<file path="src/rtl/mac_pkg.sv">
package mac_pkg;

    typedef enum logic [3:0] {
        MOP_MADD  = 4'h1,
        MOP_MSUB  = 4'h2,
        MOP_MADDI = 4'h3,
        MOP_RDCLR = 4'h4
    } mac_op_e;

    function automatic logic is_mul_op(input logic [3:0] op);
        return (op == MOP_MADD) || (op == MOP_MSUB) || (op == MOP_MADDI);
    endfunction

endpackage

</file>
<file path="src/rtl/mac_mul_iter.sv">
module mac_mul_iter #(
    parameter int DATA_W = 32,
    parameter int STEP_W = 8
) (
    input  logic              clk_i,
    input  logic              rst_ni,
    input  logic              load_i,
    input  logic [DATA_W-1:0] a_i,
    input  logic [DATA_W-1:0] b_i,
    output logic              run_o,
    output logic              last_o,
    output logic [DATA_W-1:0] prod_o
);
    localparam int STEPS = DATA_W / STEP_W;
    localparam int CNT_W = (STEPS > 1) ? $clog2(STEPS) : 1;
    localparam logic [CNT_W-1:0] LAST_CNT = CNT_W'(STEPS - 1);

    typedef struct packed {
        logic              run;
        logic [CNT_W-1:0]  cnt;
        logic [DATA_W-1:0] a;
        logic [DATA_W-1:0] b;
        logic [DATA_W-1:0] p;
    } mul_st_t;

    mul_st_t                  st_q, st_d;
    logic [DATA_W+STEP_W-1:0] part;
    logic [DATA_W-1:0]        p_sum;

    // Only the lower DATA_W bits of the product are kept, so each step adds
    // a shifted partial product modulo 2^DATA_W.
    always_comb begin
        part  = {{STEP_W{1'b0}}, st_q.a} * {{DATA_W{1'b0}}, st_q.b[STEP_W-1:0]};
        p_sum = st_q.p + part[DATA_W-1:0];
        st_d  = st_q;
        if (load_i && !st_q.run) begin
            st_d.run = 1'b1;
            st_d.cnt = '0;
            st_d.a   = a_i;
            st_d.b   = b_i;
            st_d.p   = '0;
        end else if (st_q.run) begin
            st_d.p   = p_sum;
            st_d.a   = st_q.a << STEP_W;
            st_d.b   = st_q.b >> STEP_W;
            st_d.cnt = st_q.cnt + CNT_W'(1);
            if (st_q.cnt == LAST_CNT) begin
                st_d.run = 1'b0;
            end
        end
    end

    always_ff @(posedge clk_i or negedge rst_ni) begin
        if (!rst_ni) begin
            st_q <= '0;
        end else begin
            st_q <= st_d;
        end
    end

    assign run_o  = st_q.run;
    assign last_o = st_q.run && (st_q.cnt == LAST_CNT);
    assign prod_o = p_sum;

    a_r7_cnt_in_range: assert property (@(posedge clk_i) disable iff (!rst_ni)
        st_q.run |-> (st_q.cnt <= LAST_CNT));

    a_r7_last_stops_run: assert property (@(posedge clk_i) disable iff (!rst_ni)
        last_o |=> !run_o);

endmodule

</file>
<file path="src/rtl/mac_acc_upd.sv">
module mac_acc_upd #(
    parameter int DATA_W = 32
) (
    input  logic [2*DATA_W-1:0] acc_i,
    input  logic [DATA_W-1:0]   prod_i,
    input  logic                sub_i,
    output logic [2*DATA_W-1:0] acc_o
);
    logic [2*DATA_W-1:0] ext;

    always_comb begin
        ext   = {{DATA_W{prod_i[DATA_W-1]}}, prod_i};
        acc_o = sub_i ? (acc_i - ext) : (acc_i + ext);
    end

endmodule

</file>
<file path="src/rtl/mac_unit.sv">
module mac_unit #(
    parameter int DATA_W = 32,
    parameter int IMM_W  = 16,
    parameter int STEP_W = 8
) (
    input  logic                clk_i,
    input  logic                rst_ni,
    input  logic                start_i,
    input  logic [3:0]          op_i,
    input  logic [DATA_W-1:0]   opa_i,
    input  logic [DATA_W-1:0]   opb_i,
    output logic                busy_o,
    output logic                done_o,
    output logic                rd_valid_o,
    output logic [DATA_W-1:0]   rdata_o,
    output logic [2*DATA_W-1:0] acc_o
);
    import mac_pkg::*;

    localparam int ACC_W = 2 * DATA_W;

    typedef struct packed {
        logic [ACC_W-1:0]  acc;
        logic [DATA_W-1:0] rdata;
        logic              done;
        logic              rdv;
        logic              pend;
        logic              sub;
    } unit_st_t;

    unit_st_t          st_q, st_d;
    logic              mul_run, mul_last, mul_load, rc_req;
    logic [DATA_W-1:0] mul_prod, b_sel;
    logic [ACC_W-1:0]  acc_next;

    always_comb begin
        if (op_i == MOP_MADDI) begin
            b_sel = {{(DATA_W-IMM_W){opb_i[IMM_W-1]}}, opb_i[IMM_W-1:0]};
        end else begin
            b_sel = opb_i;
        end
    end

    assign rc_req   = start_i && (op_i == MOP_RDCLR);
    assign mul_load = start_i && !mul_run && is_mul_op(op_i);

    mac_mul_iter #(.DATA_W(DATA_W), .STEP_W(STEP_W)) u_mul (
        .clk_i  (clk_i),
        .rst_ni (rst_ni),
        .load_i (mul_load),
        .a_i    (opa_i),
        .b_i    (b_sel),
        .run_o  (mul_run),
        .last_o (mul_last),
        .prod_o (mul_prod)
    );

    mac_acc_upd #(.DATA_W(DATA_W)) u_upd (
        .acc_i  (st_q.acc),
        .prod_i (mul_prod),
        .sub_i  (st_q.sub),
        .acc_o  (acc_next)
    );

    always_comb begin
        st_d      = st_q;
        st_d.done = 1'b0;
        st_d.rdv  = 1'b0;
        if (mul_load) begin
            st_d.sub = (op_i == MOP_MSUB);
        end
        if (mul_last) begin
            st_d.done = 1'b1;
            if (st_q.pend || rc_req) begin
                st_d.rdata = acc_next[DATA_W-1:0];
                st_d.acc   = '0;
                st_d.rdv   = 1'b1;
                st_d.pend  = 1'b0;
            end else begin
                st_d.acc = acc_next;
            end
        end else if (mul_run) begin
            if (rc_req) begin
                st_d.pend = 1'b1;
            end
        end else if (rc_req) begin
            st_d.rdata = st_q.acc[DATA_W-1:0];
            st_d.acc   = '0;
            st_d.rdv   = 1'b1;
            st_d.done  = 1'b1;
        end
    end

    always_ff @(posedge clk_i or negedge rst_ni) begin
        if (!rst_ni) begin
            st_q <= '0;
        end else begin
            st_q <= st_d;
        end
    end

    assign busy_o     = mul_run;
    assign done_o     = st_q.done;
    assign rd_valid_o = st_q.rdv;
    assign rdata_o    = st_q.rdata;
    assign acc_o      = st_q.acc;

    a_r8_acc_hold_while_busy: assert property (@(posedge clk_i) disable iff (!rst_ni)
        (mul_run && !mul_last) |=> $stable(st_q.acc));

    a_r5_clear_on_read: assert property (@(posedge clk_i) disable iff (!rst_ni)
        rd_valid_o |-> (acc_o == '0));

    a_r9_read_with_done: assert property (@(posedge clk_i) disable iff (!rst_ni)
        rd_valid_o |-> done_o);

    a_r7_done_ends_busy: assert property (@(posedge clk_i) disable iff (!rst_ni)
        done_o |-> !busy_o);

    a_r7_fall_gives_done: assert property (@(posedge clk_i) disable iff (!rst_ni)
        $fell(busy_o) |-> done_o);

endmodule

</file>
<file path="config.mk">
export PLATFORM = sky130hd
export DESIGN_NAME = mac_unit
export DESIGN_NICKNAME = d
export VERILOG_FILES = /design/src/rtl/mac_pkg.sv /design/src/rtl/mac_mul_iter.sv /design/src/rtl/mac_acc_upd.sv /design/src/rtl/mac_unit.sv
export SDC_FILE = /design/constraint.sdc
export NUM_CORES = 1
export LEC_CHECK = 0
export BUFFER_PORTS_ARGS = -buffer_cell sky130_fd_sc_hd__buf_2
export CAP_MARGIN = 20
export CORE_MARGIN = 2
export CORE_UTILIZATION = 63
export CTS_CLUSTER_SIZE = 24
export DETAILED_ROUTE_END_ITERATION = 10
export GPL_TIMING_DRIVEN = 0
export HOLD_SLACK_MARGIN = 0.15
export PLACE_DENSITY = 0.87
export SYNTH_ARGS = -nofsm -noshare
export SYNTH_HDL_FRONTEND = slang
export SYNTH_SLANG_ARGS = --single-unit
</file>
<file path="constraint.sdc">
create_clock -name clk_i -period 9.4 [get_ports clk_i]
set_input_delay 0.47 -clock clk_i [delete_from_list [all_inputs] [get_ports clk_i]]
set_output_delay 0.47 -clock clk_i [all_outputs]
set_load 0.005 [all_outputs]
</file>
Word-level counts from Yosys, hierarchy flattened
Index checks and enable logic that the tools add are counted.

Output and inout port bits: 99. Bits in registers: 199. Input port bits: 71.

Multiply operators: 1. Add/sub/neg operators: 4. Multiplexer cells: 13. Reductions and logical operators: 15. Equality and inequality tests: 7.

Operators with widths (count): 99-bit 2-to-1 mux (3); 98-bit 2-to-1 mux (2); 64-bit 2-to-1 mux (2); 64-bit adder (1); 32-bit 2-to-1 mux (2); 64-bit subtractor (1); 32-bit adder (1); 32-bit by 8-bit multiplier with 32-bit output (1); 4-bit by 2-bit == test with 1-bit output, second input constant (2); 3-bit AND reduction (2); 2-bit nonzero test (3); 1-bit logical AND (5); 4-bit by 1-bit == test with 1-bit output, second input constant (1); 4-bit by 3-bit == test with 1-bit output, second input constant (1); 1-bit logical OR (3); 1-bit 2-to-1 mux (3); 2-bit by 1-bit adder with 2-bit output, second input constant (1); 2-bit == test, second input constant (1); 2-bit 2-to-1 mux (1); 2-bit by 1-bit != test with 1-bit output, second input constant (1); 2-bit != test, second input constant (1); 2-bit AND reduction (1); 1-bit logical NOT (1).

Depth between registers and ports, before layout
Depth in word-level cells: 6. Gate-level depth with buffers: 38. Mapped depth without buffers: 34.

Hierarchy
A second synthesis with hierarchy kept.

Cell total of the unflattened synthesis: 2563. Area total of the unflattened synthesis: 22087.4 um^2.

By module, submodules not included: mac_mul_iter (cells each 1315, seq. area each 2477.4 um^2, times used 1, area an instance 12010.3 um^2); mac_unit (cells each 543, seq. area each 2502.4 um^2, times used 1, area an instance 5297.6 um^2); mac_acc_upd (cells each 705, seq. area each 0.0 um^2, times used 1, area an instance 4779.6 um^2).

Worst setup path after synthesis
No wires, ideal clock.

Kind: reg-to-reg. Start point: reg u_mul.st_q[35] (netlist name). End point: reg st_q (netlist bit acc_o[63]). Cell stages (with the launch flop): 36. Setup slack: 0.697 ns. Period minus slack after synthesis: 8.703 ns. Arrival: 8.617 ns. Library setup time: 0.087 ns. Required time: 9.313 ns. Path through: dfrtp_1 clkbuf_1 clkbuf_1 and2_1 fa_1 fa_1 fa_1 inv_1 fa_1 inv_1 ha_1 a21oi_2 o21ai_2 o41ai_4 a21oi_2 o311a_4 nor4_4 or4b_1 nor2b_1 buf_4 buf_6 nand4_1 ha_1 nor2_1 nor2_1 ha_1 and4_1 and3_1 nand4_1 nor4_1 a22oi_1 a2111oi_0 o221ai_1 o21ai_0 or4b_1 o211ai_1.

Longest elaborated chain between the ends: 6. Elaborated cells between the ends (all ways): 7. Classes of those cells: add/sub (3); mul (1); mux (3).

Ends and longest elaborated chain: start, declared (line mac_mul_iter.sv:26) `mul_st_t st_q, st_d;`; start signal, assigned (line mac_mul_iter.sv:57) `st_q <= st_d;`; 32-bit by 8-bit multiplier with 32-bit output * (line mac_mul_iter.sv:33) `part = {{STEP_W{1'b0}}, st_q.a} * {{DATA_W{1'b0}}, st_q.b[STEP_W-1:0]};`; 32-bit adder * (line mac_mul_iter.sv:34) `p_sum = st_q.p + part[DATA_W-1:0];`; 64-bit adder or 64-bit subtractor (tied branches) (line mac_acc_upd.sv:13) `acc_o = sub_i ? (acc_i - ext) : (acc_i + ext);`; 64-bit 2-to-1 mux * (line mac_acc_upd.sv:13); 64-bit 2-to-1 mux * (line mac_unit.sv:74) `if (st_q.pend || rc_req) begin`; 99-bit 2-to-1 mux * (line mac_unit.sv:72) `if (mul_last) begin`; end signal, assigned (line mac_unit.sv:98) `st_q <= st_d;`; end, declared (line mac_unit.sv:31) `unit_st_t st_q, st_d;`.

Mark *: on every way between the ends. The rest lies on a longest branch, timed or not. A chain may end at the register's enable or synchronous reset.

Worst setup path after layout
Start point: reg u_mul.st_q[39] (netlist name). End point: reg st_q (netlist bit acc_o[63]).

The elaborated chain is that of the path after synthesis.

==> flow_summary.ini <==
[route]
dr.pass1.iters = 6
wl_per_cell_um = 19.90
drc = 0
via_count = 19730
viasPerCell = 6.150
ant_nets = 0
drt-initial-drc-count = 1936
drt_wl_total_mm = 63.85

[timing]
worst-slew-pin-transition_ns = 1.050
setup_viol = 0
final_max_slew_viol_count = 0
min_period_ns = 9.094
whs_ns = 0.1798
skew_ns = 0.01350
slew_headroom_pct = 29.73
final.setup.tns_ns = 0
min_period_over_period_pct = 96.74
hold_viol_final = 0
fmax_ghz = 0.1100

[final_layout]
areaGrowthSynthToFinish_pct = 12.43
postLayoutCoreUtil_pct = 71.81
diodes = 0
layout-drive-gt1-share_pct = 16.16
fin_nets = 3112

[clock_tree]
numCtsBuffers = 17
cts_root_buf = clkbuf_16
clkSinkCount = 199
tritoncts = yes
clk_latency_ns = 0.48
cts_buffer_depth = 2
h-tree-depth = 4
clkTransAtPathRegs_ns = 0.08

[setup_path]
crit_arrival_ns = 9.49
worstSetupPathType = flop to flop
timing.rr.start = u_mul.st_q[39]
crit_path_frequent_cell = fa_1
required_ns = 9.80
cpMaxStageDelayCell = fa_1
cp-start-kind = flop
critical_path.startpoint = u_mul.st_q[39]
path_max_fanout = 13
critPathMaxStageDelay_ns = 0.55
cp-end-kind = flop

[placed_design]
dp_hpwl_mm = 49.27
gp_congestion = 0.9631
io_buffers = 169

[synth]
avgSynthCellArea_sq_um = 8.398
synth_warnings = 0
synthFlopType = dfrtp_1
synthArstFlopShare_pct = 100.0
yosysSeqAreaShare_pct = 23.25
synth_cells = 2550
yosysUniqueCellTypes = 83
syn_nets = 2915
synth_seq_cells = 199
syn_area_sq_um = 21420
synth_edf_count = 0

[grt]
grt_util_met1_pct = 46.87
gr-usage-met3_pct = 6.687
grt_max_degree = 112
grt_pass1_vias = 19420
gr-total-overflow = 0
track_usage_pct = 35.93
grt_pass1_wl_mm = 100.3
grt_antenna_before_repair = 1
grt_util_met2_pct = 58.80
top_usage_layer = met2

[floorplan]
start_util_pct = 63.87
ios = 170
die_y_um = 188.4
die_w_um = 188.4
row_count = 67
dieArea_sq_um = 35480
coreArea_sq_um = 33530

[run_status]
status = finished clean

[min_path]
worstHoldStart = opa_i[5]
hold_class = primary input to flop

[flow_run]
maxCapViolCount = 0
## per-stage QoR
stage	std cells	cell area, sq um	setup slack (ns)
floorplan	2550	21420	0.6966
global placement	3167	22820	-1.078
detailed placement	3168	22860	-1.266
CTS	3203	23700	0.002932
global route	3208	24080	-0.08413
finish	3208	24080	0.3064
## worst paths after layout
check / to / slack (ns) / cells past startpoint
min in group asynchronous: acc_o[44] / 0.56 / 2
max: acc_o[63] / 0.31 / 33
max in group asynchronous: u_mul.st_q[36] / 7.80 / 3
max reg2reg: acc_o[63] / 0.31 / 33
min: u_mul.st_q[69] / 0.18 / 3
min reg2reg: rdata_o[22] / 0.48 / 2
## cell families (layout without fill, tap and decap cells)
family | count (synthesis) | count (layout) | share of synthesized area [%]
mux | 6 | 6 | 0.2980
compound gates | 599 | 599 | 18.92
simple gates | 791 | 791 | 17.54
flops | 199 | 199 | 23.25
xor+xnor | 117 | 117 | 4.820
buf+inv | 544 | 754 | 11.43
fa+ha+maj | 294 | 294 | 23.73
## cell usage in the layout (no fill, tap or decap), types with 8 or more instances in the layout
cell type,synthesis,final
nand2_1,373,371
inv_1,280,280
dfrtp_1,199,192
fa_1,187,187
buf_2,12,178
and2_1,154,154
buf_4,102,135
a21oi_1,125,123
o21ai_0,121,118
ha_1,107,101
clkbuf_1,141,96
nor2_1,90,87
xnor2_1,81,78
a22oi_1,57,56
a21o_1,52,52
nand3_1,47,46
xor2_1,35,34
o31ai_1,33,33
a31o_1,31,31
a31oi_1,28,25
nand4_1,24,24
o21bai_1,20,20
nor3_1,27,20
and3_1,17,17
clkbuf_16,0,17
o21a_1,14,14
clkbuf_4,0,13
a22o_1,13,13
nor2b_1,12,11
o211ai_1,10,10
a32o_1,10,10
o221ai_1,10,9
nand2b_1,8,8
nor3_2,1,8
## synth_stat cells (all sizes together) (31+ instances only)
library cell,count,area share (%)
fa,187,17
nor2,90,1.6
inv,280,4.9
clkbuf,142,2.5
and2,156,4.6
a21oi,128,3.0
o21ai,129,3.0
nand2,373,6.5
nand3,47,1.1
xnor2,81,3.3
a21o,52,1.8
o31ai,33,1.2
ha,107,6.3
xor2,36,1.5
a22oi,57,2.0
buf,121,4.0
dfrtp,199,23
a31o,31,1.3
## critical path, delay by kind of cell, from the launching register on
| kind | cells | cell delay (ns) |
|---|---|---|
| adders and majority gates | 6 | 2.76 |
| DFF | 1 | 0.50 |
| buffers and inverters | 7 | 1.07 |
| and+or+nand+nor | 8 | 2.23 |
| xor gates and xnor gates | 1 | 0.18 |
| AOI/OAI and AO/OA | 11 | 2.25 |
## registers in the layout, summed over array words and instances (netlist names)
register / flops
u_mul.run_o: 1
rd_valid_o: 1
rdata_o: 32
u_mul.st_q: 98
st_q: 2
done_o: 1
acc_o: 64
## routing by layer
layer	up-vias	routed length, um	share of wire [%]
li1	8794	-	-
met1	9652	25070	39
met2	1053	30690	48
met3	229	5411	8.5
met4	2	2670	4.2
met5	-	11	0.017
## final cells by class
cell class / count / area, sq um
flip-flops and latches: 199 / 4989
repair buffers: 203 / 1134
inverters: 281 / 1055
plain buffers: 238 / 1391
clock buffers: 18 / 439.2
fillers: 2638 / 9454
well taps: 448 / 560.5
multi-input cells: 1807 / 14300
clock inverters: 14 / 215.2
## what timing repair did
item | 4_1_cts | 5_1_grt
hold buffers | 1 | 0
gates cloned | 0 | 0
setup buffers | 6 | 26
pin swaps | 7 | 25
hold endpoints to repair | 88 | 0
setup endpoints to repair | 27 | 18
resized for setup | 49 | 87
Power is left out: the tool's default activity adds up to more than one toggle a clock period on the data nets, which glitch-free logic cannot reach.
